`src/rtl/holo_sync_pkg.sv`:
```
package holo_sync_pkg;
  // Default timing of one display frame
  localparam int unsigned LINES_PER_HOLO_DEF = 178;
  localparam int unsigned ACTIVE_HOLOS_DEF   = 8;
  localparam int unsigned RETRACE_HOLOS_DEF  = 2;

  typedef enum logic {
    SWEEP_FWD = 1'b0,
    SWEEP_REV = 1'b1
  } sweep_dir_e;
endpackage

```
`src/rtl/holo_line_divider.sv`:
```
module holo_line_divider #(
  parameter int unsigned LINES = 178
) (
  input  logic clk,
  input  logic rst_n,
  input  logic hs_i,
  input  logic vs_i,
  output logic tick_o
);
  localparam int unsigned CW = (LINES < 2) ? 1 : $clog2(LINES);
  localparam logic [CW-1:0] LAST = CW'(LINES - 1);

  logic [CW-1:0] line_q;

  always_ff @(posedge clk) begin
    if (!rst_n) begin
      line_q <= '0;
      tick_o <= 1'b0;
    end else begin
      tick_o <= 1'b0;
      if (vs_i) begin
        line_q <= '0;
      end else if (hs_i) begin
        if (line_q == LAST) begin
          line_q <= '0;
          tick_o <= 1'b1;
        end else begin
          line_q <= line_q + 1'b1;
        end
      end
    end
  end
endmodule

```
`src/rtl/holo_frame_seq.sv`:
```
module holo_frame_seq
  import holo_sync_pkg::*;
#(
  parameter int unsigned ACTIVE  = 8,
  parameter int unsigned RETRACE = 2,
  localparam int unsigned STEP_W = (ACTIVE < 2) ? 1 : $clog2(ACTIVE)
) (
  input  logic              clk,
  input  logic              rst_n,
  input  logic              tick_i,
  input  logic              vs_i,
  output logic              dir_o,
  output logic [STEP_W-1:0] step_o,
  output logic              valid_o,
  output logic              over_o
);
  localparam int unsigned TOTAL = ACTIVE + RETRACE;
  localparam int unsigned IW    = $clog2(TOTAL + 1);
  localparam logic [IW-1:0] IDX_TOP = IW'(TOTAL);
  localparam logic [IW-1:0] IDX_ACT = IW'(ACTIVE);

  logic [IW-1:0] idx_q;
  sweep_dir_e    dir_q;
  logic          locked_q;
  logic          over_q;

  always_ff @(posedge clk) begin
    if (!rst_n) begin
      idx_q    <= '0;
      dir_q    <= SWEEP_FWD;
      locked_q <= 1'b0;
      over_q   <= 1'b0;
    end else if (vs_i) begin
      idx_q    <= '0;
      dir_q    <= SWEEP_FWD;
      locked_q <= 1'b1;
      over_q   <= 1'b0;
    end else if (tick_i) begin
      dir_q <= (dir_q == SWEEP_FWD) ? SWEEP_REV : SWEEP_FWD;
      if (idx_q == IDX_TOP) begin
        over_q <= over_q | locked_q;
      end else begin
        idx_q <= idx_q + 1'b1;
      end
    end
  end

  always_comb begin
    if (idx_q >= IDX_ACT) step_o = STEP_W'(ACTIVE - 1);
    else                  step_o = idx_q[STEP_W-1:0];
  end

  assign dir_o   = (dir_q == SWEEP_REV);
  assign valid_o = locked_q && (idx_q < IDX_ACT);
  assign over_o  = over_q;
endmodule

```
`src/rtl/hololine_sync_adapter.sv`:
```
module hololine_sync_adapter
  import holo_sync_pkg::*;
#(
  parameter int unsigned LINES_PER_HOLO = LINES_PER_HOLO_DEF,
  parameter int unsigned ACTIVE_HOLOS   = ACTIVE_HOLOS_DEF,
  parameter int unsigned RETRACE_HOLOS  = RETRACE_HOLOS_DEF,
  localparam int unsigned STEP_W = (ACTIVE_HOLOS < 2) ? 1 : $clog2(ACTIVE_HOLOS)
) (
  input  logic              clk,
  input  logic              rst_n,
  input  logic              hsync_i,
  input  logic              vsync_i,
  output logic              holo_sync_o,
  output logic              dir_rev_o,
  output logic [STEP_W-1:0] vstep_o,
  output logic              vstep_valid_o,
  output logic              overrun_o
);
  logic holo_tick;

  holo_line_divider #(
    .LINES (LINES_PER_HOLO)
  ) u_div (
    .clk    (clk),
    .rst_n  (rst_n),
    .hs_i   (hsync_i),
    .vs_i   (vsync_i),
    .tick_o (holo_tick)
  );

  holo_frame_seq #(
    .ACTIVE  (ACTIVE_HOLOS),
    .RETRACE (RETRACE_HOLOS)
  ) u_seq (
    .clk     (clk),
    .rst_n   (rst_n),
    .tick_i  (holo_tick),
    .vs_i    (vsync_i),
    .dir_o   (dir_rev_o),
    .step_o  (vstep_o),
    .valid_o (vstep_valid_o),
    .over_o  (overrun_o)
  );

  assign holo_sync_o = holo_tick;
endmodule

```
`config.mk`:
```
export PLATFORM = sky130hd
export DESIGN_NAME = hololine_sync_adapter
export DESIGN_NICKNAME = d
export VERILOG_FILES = /design/src/rtl/holo_sync_pkg.sv /design/src/rtl/holo_line_divider.sv /design/src/rtl/holo_frame_seq.sv /design/src/rtl/hololine_sync_adapter.sv
export SDC_FILE = /design/constraint.sdc
export NUM_CORES = 1
export LEC_CHECK = 0
export ABC_AREA = 1
export BUFFER_PORTS_ARGS = -buffer_cell sky130_fd_sc_hd__buf_2
export CAP_MARGIN = 0
export CORE_UTILIZATION = 58
export DETAILED_ROUTE_END_ITERATION = 8
export GPL_ROUTABILITY_DRIVEN = 0
export PLACE_DENSITY = 0.79
export SETUP_SLACK_MARGIN = 0.15
export SYNTH_ARGS = -nofsm -noshare
export SYNTH_HDL_FRONTEND = slang
export SYNTH_SLANG_ARGS = --single-unit
export TNS_END_PERCENT = 5
```
`constraint.sdc`:
```
create_clock -name clk -period 2.55 [get_ports clk]
set_input_delay 0.255 -clock clk [delete_from_list [all_inputs] [get_ports clk]]
set_output_delay 0.255 -clock clk [all_outputs]
set_load 0.01 [all_outputs]
```
Word-level counts from Yosys, hierarchy flattened
Cells that the tools add are included.
{"block": "totals", "ff_bits": 16, "latchBits": 0, "mem_bits_rw": 0, "rom_bits": 0, "inputBits": 4, "out_inout_bits": 7, "elab_cells": 25, "mem_count": 0}
{"block": "op_classes", "addsub": 2, "mul": 0, "div": 0, "magnitude_cmp": 2, "eq_ne": 2, "n_shift": 0, "mux": 4, "bitwise": 4, "reduce_logical": 5}
{"operator": "$add 8x1->8 const B", "n": 1}
{"operator": "$eq 8x8->1 const B", "n": 1}
{"operator": "$mux 8", "n": 1}
{"operator": "$add 4x1->4 const B", "n": 1}
{"operator": "$eq 4x4->1 const B", "n": 1}
{"operator": "$ge 4x4->1 const B", "n": 1}
{"operator": "$lt 4x4->1 const B", "n": 1}
{"operator": "$reduce_and 2->1", "n": 2}
{"operator": "$mux 3", "n": 1}
{"operator": "$not 1->1", "n": 3}
{"operator": "$reduce_or 3->1", "n": 1}
{"operator": "$mux 1", "n": 2}
{"operator": "$reduce_or 2->1", "n": 1}
{"operator": "$logic_and 1x1->1", "n": 1}
{"operator": "$or 1x1->1", "n": 1}

Logic depth before layout (Yosys ltp)
{"block": "depth", "depth_word": 3, "mapped_depth": 7, "depth_no_buf": 7}

Modules after synthesis
From an unflattened synthesis, not the netlist that was laid out.
{"block": "unflattened", "cells_unflattened": 113, "hier_area_um2": 798.3}
{"mod": "holo_line_divider", "instances": 1, "cells_each": 65, "area_each_um2": 457.9, "seq_area_each_um2": 180.2}
{"mod": "holo_frame_seq", "instances": 1, "cells_each": 48, "area_each_um2": 340.3, "seq_area_each_um2": 140.1}

Least setup slack after synthesis
Ideal clock, no wire load.
{"block": "synth_path", "path_kind": "reg2reg", "startpoint": "register u_seq.idx_q[0]", "endpoint": "register u_seq.idx_q[0]", "setup_time_ns": 0.121, "arrival_ns": 0.962, "t_required_ns": 2.429, "path_slack_ns": 1.467, "path_stages_with_launch": 7, "n_path_buf": 0, "period_less_slack_ns": 1.083, "cell_sequence": "dfxtp_1 inv_1 ha_1 nand3_1 nand2_1 o21ai_1 a21oi_1"}
{"block": "synth_between", "elab_chain_len": 3, "word_cells_on_any_way": 4, "cone_classes": "add/sub: 1; eq/ne: 1; bitwise: 1; reduce/logical: 1"}
{"element": "start: declaration", "line_no": "holo_frame_seq.sv:22", "text": "logic [IW-1:0] idx_q;"}
{"element": "start signal: assignment", "line_no": "holo_frame_seq.sv:43", "text": "idx_q <= idx_q + 1'b1;"}
{"element": "parallel branches: the longest is 3 deep, another holds $add 4x1->4"}
Several ways; the timed one is not identified.
A chain may end at the register's enable or synchronous reset.

Worst setup path in the final report
{"block": "layout_path", "startpoint": "register u_seq.idx_q[1]", "endpoint": "output port vstep_o[1]"}
{"block": "layout_between", "elab_chain_len": 2}
{"element": "$ge 4x4->1", "line_no": "holo_frame_seq.sv:49", "text": "if (idx_q >= IDX_ACT) step_o = STEP_W'(ACTIVE - 1);"}
{"element": "$mux 3 (*)", "line_no": "holo_frame_seq.sv:49"}
{"element": "end: declaration", "line_no": "hololine_sync_adapter.sv:15", "text": "output logic [STEP_W-1:0] vstep_o,"}
Mark *: on every way between the ends. The rest lies on a longest branch, timed or not.

==> results.toml <==
[clock_network]
cts_sinks = 16
cts.hold.buffers_added = 0
clk_latency_ns = 0.29
cts_tree = "yes"
cts_root_buffer = "clkbuf_4"
numCtsBuffers = 3
cts.path.max_buffers = 2
path_clk_slew_ns = 0.10
htree_levels = 1
post_cts_buffers = 0
ctsResizeCount = 0

[route]
drt.antenna.violating_nets = 0
wl_um = 1380
drc_errors = 0
dr.pass1.iters = 4
wl_per_cell_um = 10.3
vias = 668
drt_iter0_drc = 11
viasPerCell = 4.95

[cells_and_area]
area_growth_pct = 13.0
fin_util_pct = 70.0
final_cell_mix = "nand2_1 (20), dfxtp_1 (16), nor2_1 (14)"
drive_gt1_share_pct = 25.0
layout_commonest_cell = "nand2_1"
fin_nets = 130
antenna_cells = 0
instances_no_fill = 135

[timing]
relSlewSlack_pct = 83.3
timing.fmax_ghz = 0.824
finClkSkew_ns = 0.00155
layout_min_cycle_time_ns = 1.21
hold_viol = 0
min_period_over_period_pct = 47.6
setup-tns-final_ns = 0
finalMaxSlewViolations = 0
tightest_slew_ns = 0.250
rsz0062_at_grt = "no"
setup_viol = 0

[yosys]
syn-num-nets = 115
synth.area.mux_share_pct = 0
yosysWarnings = 0
syn_avg_cell_area_um2 = 7.60
synth_seq_cells = 16
synthCells = 106
synth-seq-area-share_pct = 39.8
synth_top_family_by_area = "simple AND/OR/NAND/NOR gates"
synth_xor_area_share_pct = 3.26
syn-cell-area_um2 = 806
synthAdderAreaFrac_pct = 7.76
yosys.cell_types.count = 21
synth_compound_area_share_pct = 7.76
synth-simple-area-share_pct = 34.0

[grt]
grt_pass1_wl_um = 2150
antenna_found_initial = 0
grt_pass1_vias = 546
grt_usage_pct = 21.0
grt_max_degree = 10
grt-ovfl-total = 0

[worst_setup_path]
cp_top_family = "flip-flops"
critPathRequiredTime_ns = 2.30
cpPeakStageDelay_ns = 0.40
crit_path_cell_trace = "inv_1, nand2_1, buf_2"
worst_ep_arrival_time_ns = 0.96
critPathBufInv = 2
setup.worst_path.start_class = "flop"
end_kind = "primary output"
slowest_stage = "dfxtp_1"
crit_type = "flop to primary output"
worstPathMaxFanout = 4

[power]
p_per_area_nw_per_um2 = 495
power.leakage_uw = 0.000388
vdd_ir_drop_max_uv = 292
total_power_uw = 451

[die]
dieArea_um2 = 1540
initial_utilization_pct = 61.9
row_count = 13
die_x_um = 39.3
die_y_um = 39.3
ios = 11
coreArea_um2 = 1300

[placed_design]
dp_hpwl_um = 1040
place_inst = 131
io_buffers = 10

[status]
status = "finished clean"

[min_path]
min_path_type = "primary input to flop"

[flow_run]
drv_cap = 0
==> path summary, 6_finish.rpt <==
path / startpoint / end / slack (ns) / depth (start not counted)
setup / recovery: u_seq.idx_q[1] / vstep_o[1] / 1.34 / 3
hold / removal: rst_n / u_seq.locked_q / 0.20 / 3
setup reg to reg: u_seq.idx_q[0] / u_seq.idx_q[0] / 1.35 / 6
hold reg to reg: u_seq.over_o / u_seq.over_o / 0.48 / 2
==> cells by family (layout without fill, tap and decap cells) <==
logic type	count (synthesis)	in the layout
compound gates	11	11
xor+xnor	3	3
fa+ha+maj	5	5
buf+inv	16	30
flops	16	16
simple gates	55	55
==> layout make-up <==
type                       count  area, µm²
multi-input combinational     74        425
fill                         114        390
sequential                    16        320
inverter                      16       60.1
timing repair buffer          10       50.0
clock buffer                   4       36.3
tap                           15       18.8
==> power by group <==
| part | leakage [µW] | internal, µW | switching [µW] |
|---|---|---|---|
| registers | 0.000129 | 252 | 2.42 |
| clock network | 0.0000210 | 86.9 | 84.8 |
| logic | 0.000238 | 9.13 | 15.3 |
==> worst min-delay path, delay by kind of cell <==
family / cells / cell delay [ns]
and+or+nand+nor: 1 / 0.08
buffers and inverters: 2 / 0.12
==> per-stage QoR <==
stage / hold WS (ns) / instance area [µm²] / worst slack (ns)
floorplan: 0.371 / 806 / 1.47
global placement: 0.453 / 875 / 1.43
detailed placement: 0.465 / 875 / 1.37
CTS: 0.204 / 911 / 1.32
global route: 0.207 / 911 / 1.23
finish: 0.204 / 911 / 1.34
==> cells in the mapped netlist, drive strengths merged <==
library cell	number	area, µm²
nor3	1	10.0
o21ai	4	20.0
nand3	8	40.0
inv	16	60.1
nor2	20	100
ha	5	62.6
nand4	2	18.8
xnor2	1	8.76
dfxtp	16	320
or2	1	6.26
nand2	23	98.8
a21oi	7	42.5
xor2	2	17.5
==> routing by layer <==
metal  global-route usage, %  vias up  wire [µm]
li1                        -      358          -
met1                    24.7      293        708
met2                    35.0       13        616
met3                    3.41        4         33
met4                    12.9        0         25
met5                       0        -          0
==> sequential cells by signal, summed over array words and instances, names as in the netlist <==
| register | flops |
|---|---|
| u_seq.over_o | 1 |
| u_seq.locked_q | 1 |
| u_seq.dir_o | 1 |
| u_div.tick_o | 1 |
| u_div.line_q | 8 |
| u_seq.idx_q | 4 |
(Power assumes the default switching activity.)
